## src/rtl/adc_scan_pkg.sv

```systemverilog
package adc_scan_pkg;
    localparam int DEF_NCH       = 8;
    localparam int DEF_RESW      = 10;
    localparam int DEF_DIVW      = 8;
    localparam int DEF_STW       = 3;
    localparam int DEF_CONV_CLKS = 11;

    typedef enum logic {
        SEQ_IDLE = 1'b0,
        SEQ_BUSY = 1'b1
    } seq_state_e;
endpackage

```

## src/rtl/adc_tick_gen.sv

```systemverilog
module adc_tick_gen #(
    parameter int DIVW = adc_scan_pkg::DEF_DIVW
) (
    input  logic            clk,
    input  logic            rst_n,
    input  logic [DIVW-1:0] div,
    output logic            tick
);
    typedef struct packed {
        logic [DIVW-1:0] cnt;
    } tick_st_t;

    tick_st_t s_d, s_q;

    always_comb begin
        s_d  = s_q;
        tick = (s_q.cnt >= div);
        if (tick) begin
            s_d.cnt = '0;
        end else begin
            s_d.cnt = s_q.cnt + 1'b1;
        end
    end

    always_ff @(posedge clk or negedge rst_n) begin
        if (!rst_n) begin
            s_q <= '0;
        end else begin
            s_q <= s_d;
        end
    end
endmodule

```

## src/rtl/adc_conv_stub.sv

```systemverilog
module adc_conv_stub #(
    parameter int NCH       = adc_scan_pkg::DEF_NCH,
    parameter int RESW      = adc_scan_pkg::DEF_RESW,
    parameter int CONV_CLKS = adc_scan_pkg::DEF_CONV_CLKS,
    localparam int CHW      = $clog2(NCH),
    localparam int CNTW     = $clog2(CONV_CLKS + 1)
) (
    input  logic                clk,
    input  logic                rst_n,
    input  logic                tick,
    input  logic                start,
    input  logic [CHW-1:0]      start_ch,
    input  logic [NCH*RESW-1:0] ain,
    output logic                busy,
    output logic                done,
    output logic [CHW-1:0]      done_ch,
    output logic [RESW-1:0]     result
);
    typedef struct packed {
        logic            busy;
        logic [CNTW-1:0] cnt;
        logic [CHW-1:0]  ch;
        logic [RESW-1:0] smp;
    } stub_st_t;

    stub_st_t s_d, s_q;

    always_comb begin
        s_d  = s_q;
        done = s_q.busy && tick && (s_q.cnt == CNTW'(CONV_CLKS - 1));
        if (start) begin
            s_d.busy = 1'b1;
            s_d.cnt  = '0;
            s_d.ch   = start_ch;
            s_d.smp  = ain[int'(start_ch)*RESW +: RESW];
        end else if (done) begin
            s_d.busy = 1'b0;
        end else if (s_q.busy && tick) begin
            s_d.cnt = s_q.cnt + 1'b1;
        end
    end

    assign busy    = s_q.busy;
    assign done_ch = s_q.ch;
    assign result  = s_q.smp;

    always_ff @(posedge clk or negedge rst_n) begin
        if (!rst_n) begin
            s_q <= '0;
        end else begin
            s_q <= s_d;
        end
    end
endmodule

```

## src/rtl/adc_result_bank.sv

```systemverilog
module adc_result_bank #(
    parameter int NCH  = adc_scan_pkg::DEF_NCH,
    parameter int RESW = adc_scan_pkg::DEF_RESW,
    localparam int CHW = $clog2(NCH)
) (
    input  logic            clk,
    input  logic            rst_n,
    input  logic            wr,
    input  logic [CHW-1:0]  wr_ch,
    input  logic [RESW-1:0] wr_data,
    input  logic            rd_en,
    input  logic [CHW-1:0]  rd_ch,
    output logic [RESW-1:0] rd_data,
    output logic            rd_done,
    output logic            irq
);
    typedef struct packed {
        logic [NCH-1:0][RESW-1:0] res;
        logic [NCH-1:0]           flag;
    } bank_st_t;

    bank_st_t s_d, s_q;

    always_comb begin
        s_d = s_q;
        for (int n = 0; n < NCH; n++) begin
            if (rd_en && (rd_ch == CHW'(n))) begin
                s_d.flag[n] = 1'b0;
            end
            if (wr && (wr_ch == CHW'(n))) begin
                s_d.res[n]  = wr_data;
                s_d.flag[n] = 1'b1;
            end
        end
    end

    assign rd_data = s_q.res[rd_ch];
    assign rd_done = s_q.flag[rd_ch];
    assign irq     = |s_q.flag;

    always_ff @(posedge clk or negedge rst_n) begin
        if (!rst_n) begin
            s_q <= '0;
        end else begin
            s_q <= s_d;
        end
    end
endmodule

```

## src/rtl/adc_scan_ctrl.sv

```systemverilog
module adc_scan_ctrl #(
    parameter int NCH       = adc_scan_pkg::DEF_NCH,
    parameter int RESW      = adc_scan_pkg::DEF_RESW,
    parameter int DIVW      = adc_scan_pkg::DEF_DIVW,
    parameter int STW       = adc_scan_pkg::DEF_STW,
    parameter int CONV_CLKS = adc_scan_pkg::DEF_CONV_CLKS,
    localparam int CHW      = $clog2(NCH)
) (
    input  logic                clk,
    input  logic                rst_n,
    input  logic                cfg_we,
    input  logic [NCH-1:0]      cfg_sel,
    input  logic [DIVW-1:0]     cfg_div,
    input  logic                cfg_burst,
    input  logic [STW-1:0]      cfg_start,
    input  logic [NCH*RESW-1:0] ain,
    input  logic                rd_en,
    input  logic [CHW-1:0]      rd_ch,
    output logic [RESW-1:0]     rd_data,
    output logic                rd_done,
    output logic                irq
);
    import adc_scan_pkg::*;

    localparam logic [STW-1:0] START_ONCE = STW'(1);

    typedef struct packed {
        logic [NCH-1:0]  sel;
        logic [DIVW-1:0] div;
        logic            burst;
        logic [STW-1:0]  start;
        logic            sw_req;
        seq_state_e      state;
        logic [CHW-1:0]  ch;
    } ctl_st_t;

    ctl_st_t s_d, s_q;

    logic            tick;
    logic            conv_start;
    logic [CHW-1:0]  start_ch;
    logic            conv_done;
    logic [CHW-1:0]  done_ch;
    logic [RESW-1:0] conv_result;
    logic            stub_busy;
    logic            burst_run;
    logic [NCH-1:0]  scan_mask;

    function automatic logic [CHW-1:0] first_set(input logic [NCH-1:0] m);
        first_set = '0;
        for (int i = NCH - 1; i >= 0; i--) begin
            if (m[i]) first_set = CHW'(i);
        end
    endfunction

    function automatic logic [CHW-1:0] next_set(input logic [NCH-1:0] m,
                                                input logic [CHW-1:0] cur);
        next_set = first_set(m);
        for (int i = NCH - 1; i >= 0; i--) begin
            if (m[i] && (i > int'(cur))) next_set = CHW'(i);
        end
    endfunction

    assign scan_mask = (s_q.sel == '0) ? NCH'(1) : s_q.sel;
    assign burst_run = s_q.burst && (s_q.start == '0);

    always_comb begin
        s_d        = s_q;
        conv_start = 1'b0;
        start_ch   = first_set(scan_mask);

        unique case (s_q.state)
            SEQ_IDLE: begin
                if (burst_run) begin
                    conv_start = 1'b1;
                    s_d.ch     = start_ch;
                    s_d.state  = SEQ_BUSY;
                end else if (s_q.sw_req) begin
                    conv_start = 1'b1;
                    s_d.ch     = start_ch;
                    s_d.sw_req = 1'b0;
                    s_d.state  = SEQ_BUSY;
                end
            end
            SEQ_BUSY: begin
                if (conv_done) begin
                    if (burst_run) begin
                        conv_start = 1'b1;
                        start_ch   = next_set(scan_mask, s_q.ch);
                        s_d.ch     = start_ch;
                    end else if (s_q.sw_req) begin
                        conv_start = 1'b1;
                        s_d.ch     = start_ch;
                        s_d.sw_req = 1'b0;
                    end else begin
                        s_d.state = SEQ_IDLE;
                    end
                end
            end
            default: s_d.state = SEQ_IDLE;
        endcase

        if (cfg_we) begin
            s_d.sel   = cfg_sel;
            s_d.div   = cfg_div;
            s_d.burst = cfg_burst;
            s_d.start = cfg_start;
            if (cfg_burst) begin
                s_d.sw_req = 1'b0;
            end else if (cfg_start == START_ONCE) begin
                s_d.sw_req = 1'b1;
            end
        end
    end

    always_ff @(posedge clk or negedge rst_n) begin
        if (!rst_n) begin
            s_q        <= '0;
            s_q.sel    <= NCH'(1);
            s_q.state  <= SEQ_IDLE;
        end else begin
            s_q <= s_d;
        end
    end

    adc_tick_gen #(.DIVW(DIVW)) i_tick (
        .clk   (clk),
        .rst_n (rst_n),
        .div   (s_q.div),
        .tick  (tick)
    );

    adc_conv_stub #(.NCH(NCH), .RESW(RESW), .CONV_CLKS(CONV_CLKS)) i_stub (
        .clk      (clk),
        .rst_n    (rst_n),
        .tick     (tick),
        .start    (conv_start),
        .start_ch (start_ch),
        .ain      (ain),
        .busy     (stub_busy),
        .done     (conv_done),
        .done_ch  (done_ch),
        .result   (conv_result)
    );

    adc_result_bank #(.NCH(NCH), .RESW(RESW)) i_bank (
        .clk     (clk),
        .rst_n   (rst_n),
        .wr      (conv_done),
        .wr_ch   (done_ch),
        .wr_data (conv_result),
        .rd_en   (rd_en),
        .rd_ch   (rd_ch),
        .rd_data (rd_data),
        .rd_done (rd_done),
        .irq     (irq)
    );
endmodule

```

## config.mk

```make
export PLATFORM = sky130hd
export DESIGN_NAME = adc_scan_ctrl
export DESIGN_NICKNAME = d
export VERILOG_FILES = /design/src/rtl/adc_scan_pkg.sv /design/src/rtl/adc_tick_gen.sv /design/src/rtl/adc_conv_stub.sv /design/src/rtl/adc_result_bank.sv /design/src/rtl/adc_scan_ctrl.sv
export SDC_FILE = /design/constraint.sdc
export NUM_CORES = 1
export LEC_CHECK = 0
export CAP_MARGIN = 20
export CORE_MARGIN = 10
export CORE_UTILIZATION = 45
export CTS_BUF_LIST = sky130_fd_sc_hd__clkbuf_8
export CTS_CLUSTER_SIZE = 24
export DETAILED_ROUTE_END_ITERATION = 7
export PLACE_DENSITY_LB_ADDON = 0.2
export SYNTH_ARGS = -nofsm -noshare
export SYNTH_HDL_FRONTEND = slang
export SYNTH_SLANG_ARGS = --single-unit
```

## constraint.sdc

```tcl
create_clock -name clk -period 3.27 [get_ports clk]
set_clock_uncertainty 0.2 [all_clocks]
set_input_delay 0.4905 -clock clk [delete_from_list [all_inputs] [get_ports clk]]
set_output_delay 0.4905 -clock clk [all_outputs]
set_load 0.01 [all_outputs]
```

After elaboration in Yosys (flattened, before gate mapping)
Index checks and enable logic that the tools add are counted.
{"block": "word_totals", "regBits": 139, "latch_bits": 0, "ram_bits": 0, "mem_bits_ro": 0, "output_inout_bits": 12, "elab_cells": 164, "mem_count": 0}
{"block": "op_classes", "addsub": 2, "n_mul": 1, "div_mod_pow": 0, "n_lt_le_gt_ge": 9, "n_eq_ne": 20, "shift": 1, "mux": 59, "bitwise_logic": 1, "n_reduce_logical": 43}
{"cell": "variable part select 80 x 32 -> 10 bit", "n": 1}
{"cell": "two-way mux 3 bit", "n": 20}
{"cell": "binary-select mux 10 bit (select 3 bit)", "n": 1}
{"cell": "logical AND 1 bit", "n": 26}
{"cell": "two-way mux 1 bit", "n": 25}
{"cell": "equality test 3 bit, second input constant", "n": 8}
{"cell": "nonzero test 2 bit", "n": 10}
{"cell": "two-way mux 4 bit", "n": 4}
{"cell": "two-way mux 8 bit", "n": 2}
{"cell": "equality test 3 x 2 -> 1 bit, second input constant", "n": 4}
{"cell": "greater-than comparator 3 bit, first input constant", "n": 4}
{"cell": "two-way mux 10 bit", "n": 1}
{"cell": "two-way mux 5 bit", "n": 2}
{"cell": "case mux 5 bit (2 select lines)", "n": 1}
{"cell": "equality test 3 x 1 -> 1 bit, second input constant", "n": 3}
{"cell": "zero test 3 bit", "n": 3}
{"cell": "adder 8 x 1 -> 8 bit, second input constant", "n": 1}
{"cell": ">= comparator 8 bit", "n": 1}
{"cell": "zero test 8 bit", "n": 1}
{"cell": "OR reduction 8 bit", "n": 1}
{"cell": "greater-than comparator 2 x 3 -> 1 bit, first input constant", "n": 2}
{"cell": "multiplier 3 x 3 -> 6 bit, second input constant", "n": 1}
{"cell": "adder 4 x 1 -> 4 bit, second input constant", "n": 1}
{"cell": "equality test 4 bit, second input constant", "n": 1}
{"cell": "other kinds (12)", "n": 12}

Longest topological paths before layout
{"block": "logic_depth", "depth_word": 23, "depth_mapped": 11, "mapped_depth_nobuf": 10}

Hierarchy
Synthesis repeated with hierarchy kept, for this count alone.
{"block": "hier_totals", "hier_cells": 588, "area_unflattened_um2": 7424.6}
{"module": "adc_result_bank", "instances": 1, "cells_per_inst": 284, "area_each_um2": 4071.4, "seq_area_each_um2": 2202.1}
{"module": "adc_scan_ctrl", "instances": 1, "cells_per_inst": 130, "area_each_um2": 1403.8, "seq_area_each_um2": 626.9}
{"module": "adc_conv_stub", "instances": 1, "cells_per_inst": 120, "area_each_um2": 1393.8, "seq_area_each_um2": 450.4}
{"module": "adc_tick_gen", "instances": 1, "cells_per_inst": 54, "area_each_um2": 555.5, "seq_area_each_um2": 200.2}

Least setup slack after synthesis
No wires, ideal clock.
{"block": "synth_path", "kind": "register to register", "from": "register s_q[6] (netlist name)", "to": "register i_stub.s_q, in the netlist i_stub.result[0]", "setup_time_ns": 0.131, "arrival_ns": 2.865, "required_ns": 2.939, "slack_ns": 0.073, "path_stages_with_launch": 9, "synth_period_minus_slack_ns": 3.197, "path_cell_list": "dfrtp_1 -> or4b_4 -> or4_4 -> and3_1 -> a221oi_2 -> buf_4 -> mux2i_1 -> o22ai_1 -> or3_1"}
{"block": "synth_via", "elab_chain_cells": 7, "word_cells_on_any_way": 10}
{"element": "start: declaration", "line_no": "adc_scan_ctrl.sv:37", "text": "ctl_st_t s_d, s_q;"}
{"element": "zero test 3 bit (*)", "line_no": "adc_scan_ctrl.sv:65", "text": "assign burst_run = s_q.burst && (s_q.start == '0);"}
{"element": "logical AND 1 bit (*)", "line_no": "adc_scan_ctrl.sv:65"}
{"element": "two-way mux 3 bit", "line_no": "adc_scan_ctrl.sv:87", "text": "if (burst_run) begin"}
{"element": "two-way mux 3 bit", "line_no": "adc_scan_ctrl.sv:86", "text": "if (conv_done) begin"}
{"element": "two-way mux 3 bit", "line_no": "adc_scan_ctrl.sv:72", "text": "unique case (s_q.state)"}
{"element": "multiplier 3 x 3 -> 6 bit", "line_no": "adc_conv_stub.sv:35", "text": "s_d.smp = ain[int'(start_ch)*RESW +: RESW];"}
{"element": "variable part select 80 x 32 -> 10 bit", "line_no": "adc_conv_stub.sv:35"}
{"element": "end signal: assignment", "line_no": "adc_conv_stub.sv:49", "text": "s_q <= '0;"}
{"element": "end signal: assignment", "line_no": "adc_conv_stub.sv:51", "text": "s_q <= s_d;"}
{"element": "end: declaration", "line_no": "adc_conv_stub.sv:26", "text": "stub_st_t s_d, s_q;"}
Mark *: on every way between the ends. The rest lies on a longest branch, timed or not.
A chain may end at the register's enable or synchronous reset.

Worst setup path in the final report
{"block": "layout_path", "from": "register s_q[5] (netlist name)", "to": "register i_stub.s_q, in the netlist i_stub.result[8]"}
Same word-level chain as after synthesis.

==> implementation parameters <==
Parameter                              Value

Drt
  Routed wire per std cell ... 18.8 µm
  Drt drc ... 0
  DRT iter0 DRCs ... 266
  Via count normalized by instance count ... 5.52
  Number of nets with antenna violations after detailed routing ... 0
  1st-pass router iterations ... 5
  Total detailed-routing wirelength ... 18,500 µm
  Total number of vias ... 5,417

Power
  Power density relative to cell area ... 469 nW/µm²
  Leak ... 4.24 nW
  Power consumption ... 4.42 mW
  Peak ir drop on the vdd network ... 0.259 mV

Global route
  Overflow after GRT ... 0
  Number of global-route vias before repair ... 5,889
  Wire length of the first global-routing pass ... 30,300 µm
  Largest net degree at the start of global routing ... 49
  Antenna violations before repair ... 0
  Overall global routing resource usage ... 17.2%

Synth
  EDFF count, synth ... 0
  Net count after synthesis ... 727
  Share of the yosys chip area belonging to registers ... 47.7%
  Mux contribution to synthesized area ... 26.5%
  Avg Synthesized Cell Area ... 12.0 µm²
  Mapped Area ... 7300 µm²
  Dominant combinational cell family by area after synthesis ... multiplexers
  Post-synthesis share of cell area spent on full adders, half adders and majority gates ... 1.89%
  Synth async-reset ratio ... 100%
  Simple-gate portion of the synthesized area ... 10.2%
  Top-area cell type share of the netlist area ... 47.3%
  Most used DFF post-synth ... dfrtp_1
  Dominant cell type by area after synthesis ... dfrtp_1
  Mapped Cells ... 609
  Compound-Gate Fraction of Synth Area ... 10.3%
  Yosys reg bits ... 139
  Warning count from the yosys run ... 0
  Post-Synth XOR/XNOR Area ... 0.960%
  Post-synth cell types ... 59
  Cell types with the largest area share after synthesis ... dfrtp_1, mux2_2, mux4_2

Timing
  Period utilization ... 102%
  Count of pins over their slew limit ... 0
  Setup repair after global routing missed its margin ... yes
  Smallest hold slack ... 0.275 ns
  Final setup violation count ... 9
  Worst slew margin relative to its limit ... 43.2%
  Highest clock frequency the design can meet ... 0.300 GHz
  Worst setup margin ... -0.0588 ns
  Final count of hold timing violations ... 0
  Transition time at the pin with the least slew margin ... 0.850 ns
  Final critical-path required period ... 3.33 ns

Floorplan
  Floorplan Core Area ... 15,900 µm²
  Cell Rows ... 46
  Initial standard-cell utilization of the core ... 46.0%
  Horizontal die dimension ... 147 µm
  # IOs ... 119
  Chip Height ... 147 µm
  DIE AREA ... 21,700 µm²

Worst setup path
  Maximum cell stage delay along the critical path ... 0.57 ns
  Class of the most critical setup path ... register to register
  Worst path bufs/invs ... 2
  Crit path launch type ... register
  Family with the most delay on the worst path ... simple AND/OR/NAND/NOR gates
  Critical path required time ... 3.39 ns
  Kind of capture point of the worst setup path ... register
  Largest fanout on the critical path ... 11
  CP Cell Sequence ... or4b_4, or4_4, and3_4, a221oi_4, buf_4, clkbuf_16, mux2i_1, o22ai_1, or3_1
  Slowest cell on the critical path ... or4b_4
  Arrival time of the worst setup path ... 3.45 ns

Clock network
  Master cell of the clock root buffer ... clkbuf_8
  Total clock sinks ... 139
  CTS H-tree lvls ... 4
  CTS buffer count ... 17
  Clock tree from TritonCTS ... yes
  Clock transition time at the flip-flop clock pins of the worst setup and hold paths ... 0.08 ns
  Latest clock arrival within the worst-skew pair ... 0.45 ns
  Longest Clk Path Bufs ... 2

Status
  Violations in the final reports ... negative setup slack
  Result of the run ... complete, but fails checks

Placed design
  Final weighted congestion in routability-driven placement ... 0.877
  PortBufs ... 118
  Placed wire-length estimate ... 13,500 µm
  Placed cell count ... 941

Finish
  Diodes inserted ... 0
  Growth of design area from synthesis to finish ... 29.0%
  Fraction of final layout cells with drive strength greater than 1 ... 27.0%
  Register Area ... 3480 µm²
  Number of nets in the final layout ... 872
  Count of placed standard cells in the final layout, fillers left out ... 982
  Number of fillers in the final layout ... 1,336
  Area of the multi-input gates ... 3670 µm²

Hold path
  Class of the most critical hold timing path ... register to register

Job
  Number of maximum-capacitance constraint violations ... 0
-- through the flow --
stage | setup TNS (ns) | worst slack, ns | instance area (µm²) | util [%]
after floorplan | 0 | 0.0734 | 7300 | -
after global placement | 0 | 0.0152 | 8900 | 56.0
after detailed placement | -0.145 | -0.0346 | 8900 | 56.0
after CTS | 0 | 0.0137 | 9310 | 58.6
after global routing | -1.21 | -0.135 | 9420 | 59.3
final | -0.318 | -0.0588 | 9420 | 59.3
-- per-layer routing --
| metal | global-route usage, % | wire length, µm | part of all wire, % |
|---|---|---|---|
| met5 | 0 | 0 | 0 |
| met3 | 6.14 | 1310 | 7.1 |
| met4 | 5.20 | 187 | 1.0 |
| met1 | 21.0 | 8100 | 44 |
| met2 | 27.9 | 8860 | 48 |
-- cells in the mapped netlist, drive strengths merged (4+ instances only) --
| cell type | count |
|---|---|
| dfrtp | 138 |
| mux2 | 101 |
| nand2 | 39 |
| nor2 | 35 |
| mux2i | 30 |
| clkbuf | 25 |
| o21ai | 25 |
| mux4 | 22 |
| o22ai | 20 |
| inv | 16 |
| a21oi | 12 |
| nand2b | 12 |
| nand3 | 12 |
| or3 | 12 |
| ha | 11 |
| a32o | 10 |
| o22a | 10 |
| a21o | 8 |
| buf | 6 |
| and3 | 4 |
| nor3b | 4 |
| xnor2 | 4 |
| xor2 | 4 |
-- worst register-to-register path, delay by kind of cell (launching register included) --
family | cells | cell delay [ns]
flip-flops | 1 | 0.40
AND/OR/NAND/NOR | 4 | 1.67
buffers and inverters | 2 | 0.35
multiplexers | 1 | 0.19
AO/OA/AOI/OAI | 2 | 0.40
-- sequential cells by signal, summed over array words and instances, names as in the netlist --
| name | count |
|---|---|
| i_stub.result | 10 |
| i_stub.s_q | 4 |
| s_q | 25 |
| i_stub.busy | 1 |
| i_tick.s_q | 8 |
| i_stub.done_ch | 3 |
| i_bank.s_q | 88 |
-- placed cells by master (no fill, tap or decap), types with 4 or more instances in the layout --
cell / netlist / routed
dfrtp_1: 138 / 138
clkdlybuf4s50_1: 0 / 116
mux2_2: 101 / 101
nand2_1: 39 / 39
nor2_1: 35 / 35
buf_4: 2 / 32
mux2i_1: 30 / 27
o21ai_0: 25 / 25
mux4_2: 22 / 22
clkbuf_8: 0 / 21
o22ai_1: 20 / 20
inv_1: 16 / 17
nand2b_1: 12 / 12
nand3_1: 12 / 12
a21oi_1: 12 / 11
or3_1: 12 / 11
ha_1: 11 / 11
o22a_1: 10 / 10
a32o_1: 10 / 10
a21o_1: 8 / 8
xor2_1: 4 / 4
xnor2_1: 4 / 4
buf_12: 0 / 4
-- cell type report --
cell class / instances / area share, %
clock buffers: 21 / 3.07
clock inverters: 10 / 0.957
inverters: 16 / 0.638
multi-input cells: 423 / 39.0
flip-flops and latches: 139 / 36.9
well taps: 216 / 2.87
repair buffers: 157 / 16.5
-- repair_timing --
| action | in CTS | in global routing |
|---|---|---|
| endpoints found under the setup margin | 10 | 10 |
| pin swaps | 1 | 1 |
| buffers inserted | 2 | 5 |
| hold buffers | 1 | 0 |
| gates cloned | 0 | 2 |
| hold endpoints to repair | 37 | 0 |
| gates resized for setup | 2 | 5 |
-- path summary, 6_finish.rpt --
path / startpoint / endpoint / slack (ns) / cells after the start
min in group asynchronous: rst_n / i_tick.s_q[3] / 0.36 / 2
max: s_q[5] / i_stub.result[8] / -0.06 / 9
min reg2reg: i_tick.s_q[0] / i_tick.s_q[0] / 0.27 / 1
max reg2reg: s_q[5] / i_stub.result[8] / -0.06 / 9
min: i_tick.s_q[0] / i_tick.s_q[0] / 0.27 / 1
max in group asynchronous: rst_n / i_bank.s_q[40] / 1.74 / 3
-- cell families after synthesis --
family	count (synthesis)
buf+inv	47
mux	153
compound gates	107
simple gates	144
xor+xnor	8
fa+ha+maj	11
flops	139
-- report_power, final --
group	internal, mW	leakage [nW]	switching (mW)
combinational	0.499	2.19	0.398
sequential	1.89	1.85	0.300
clock	0.677	0.196	0.660
total	3.06	4.24	1.36
No activity file was read; power rests on OpenSTA's default activity.
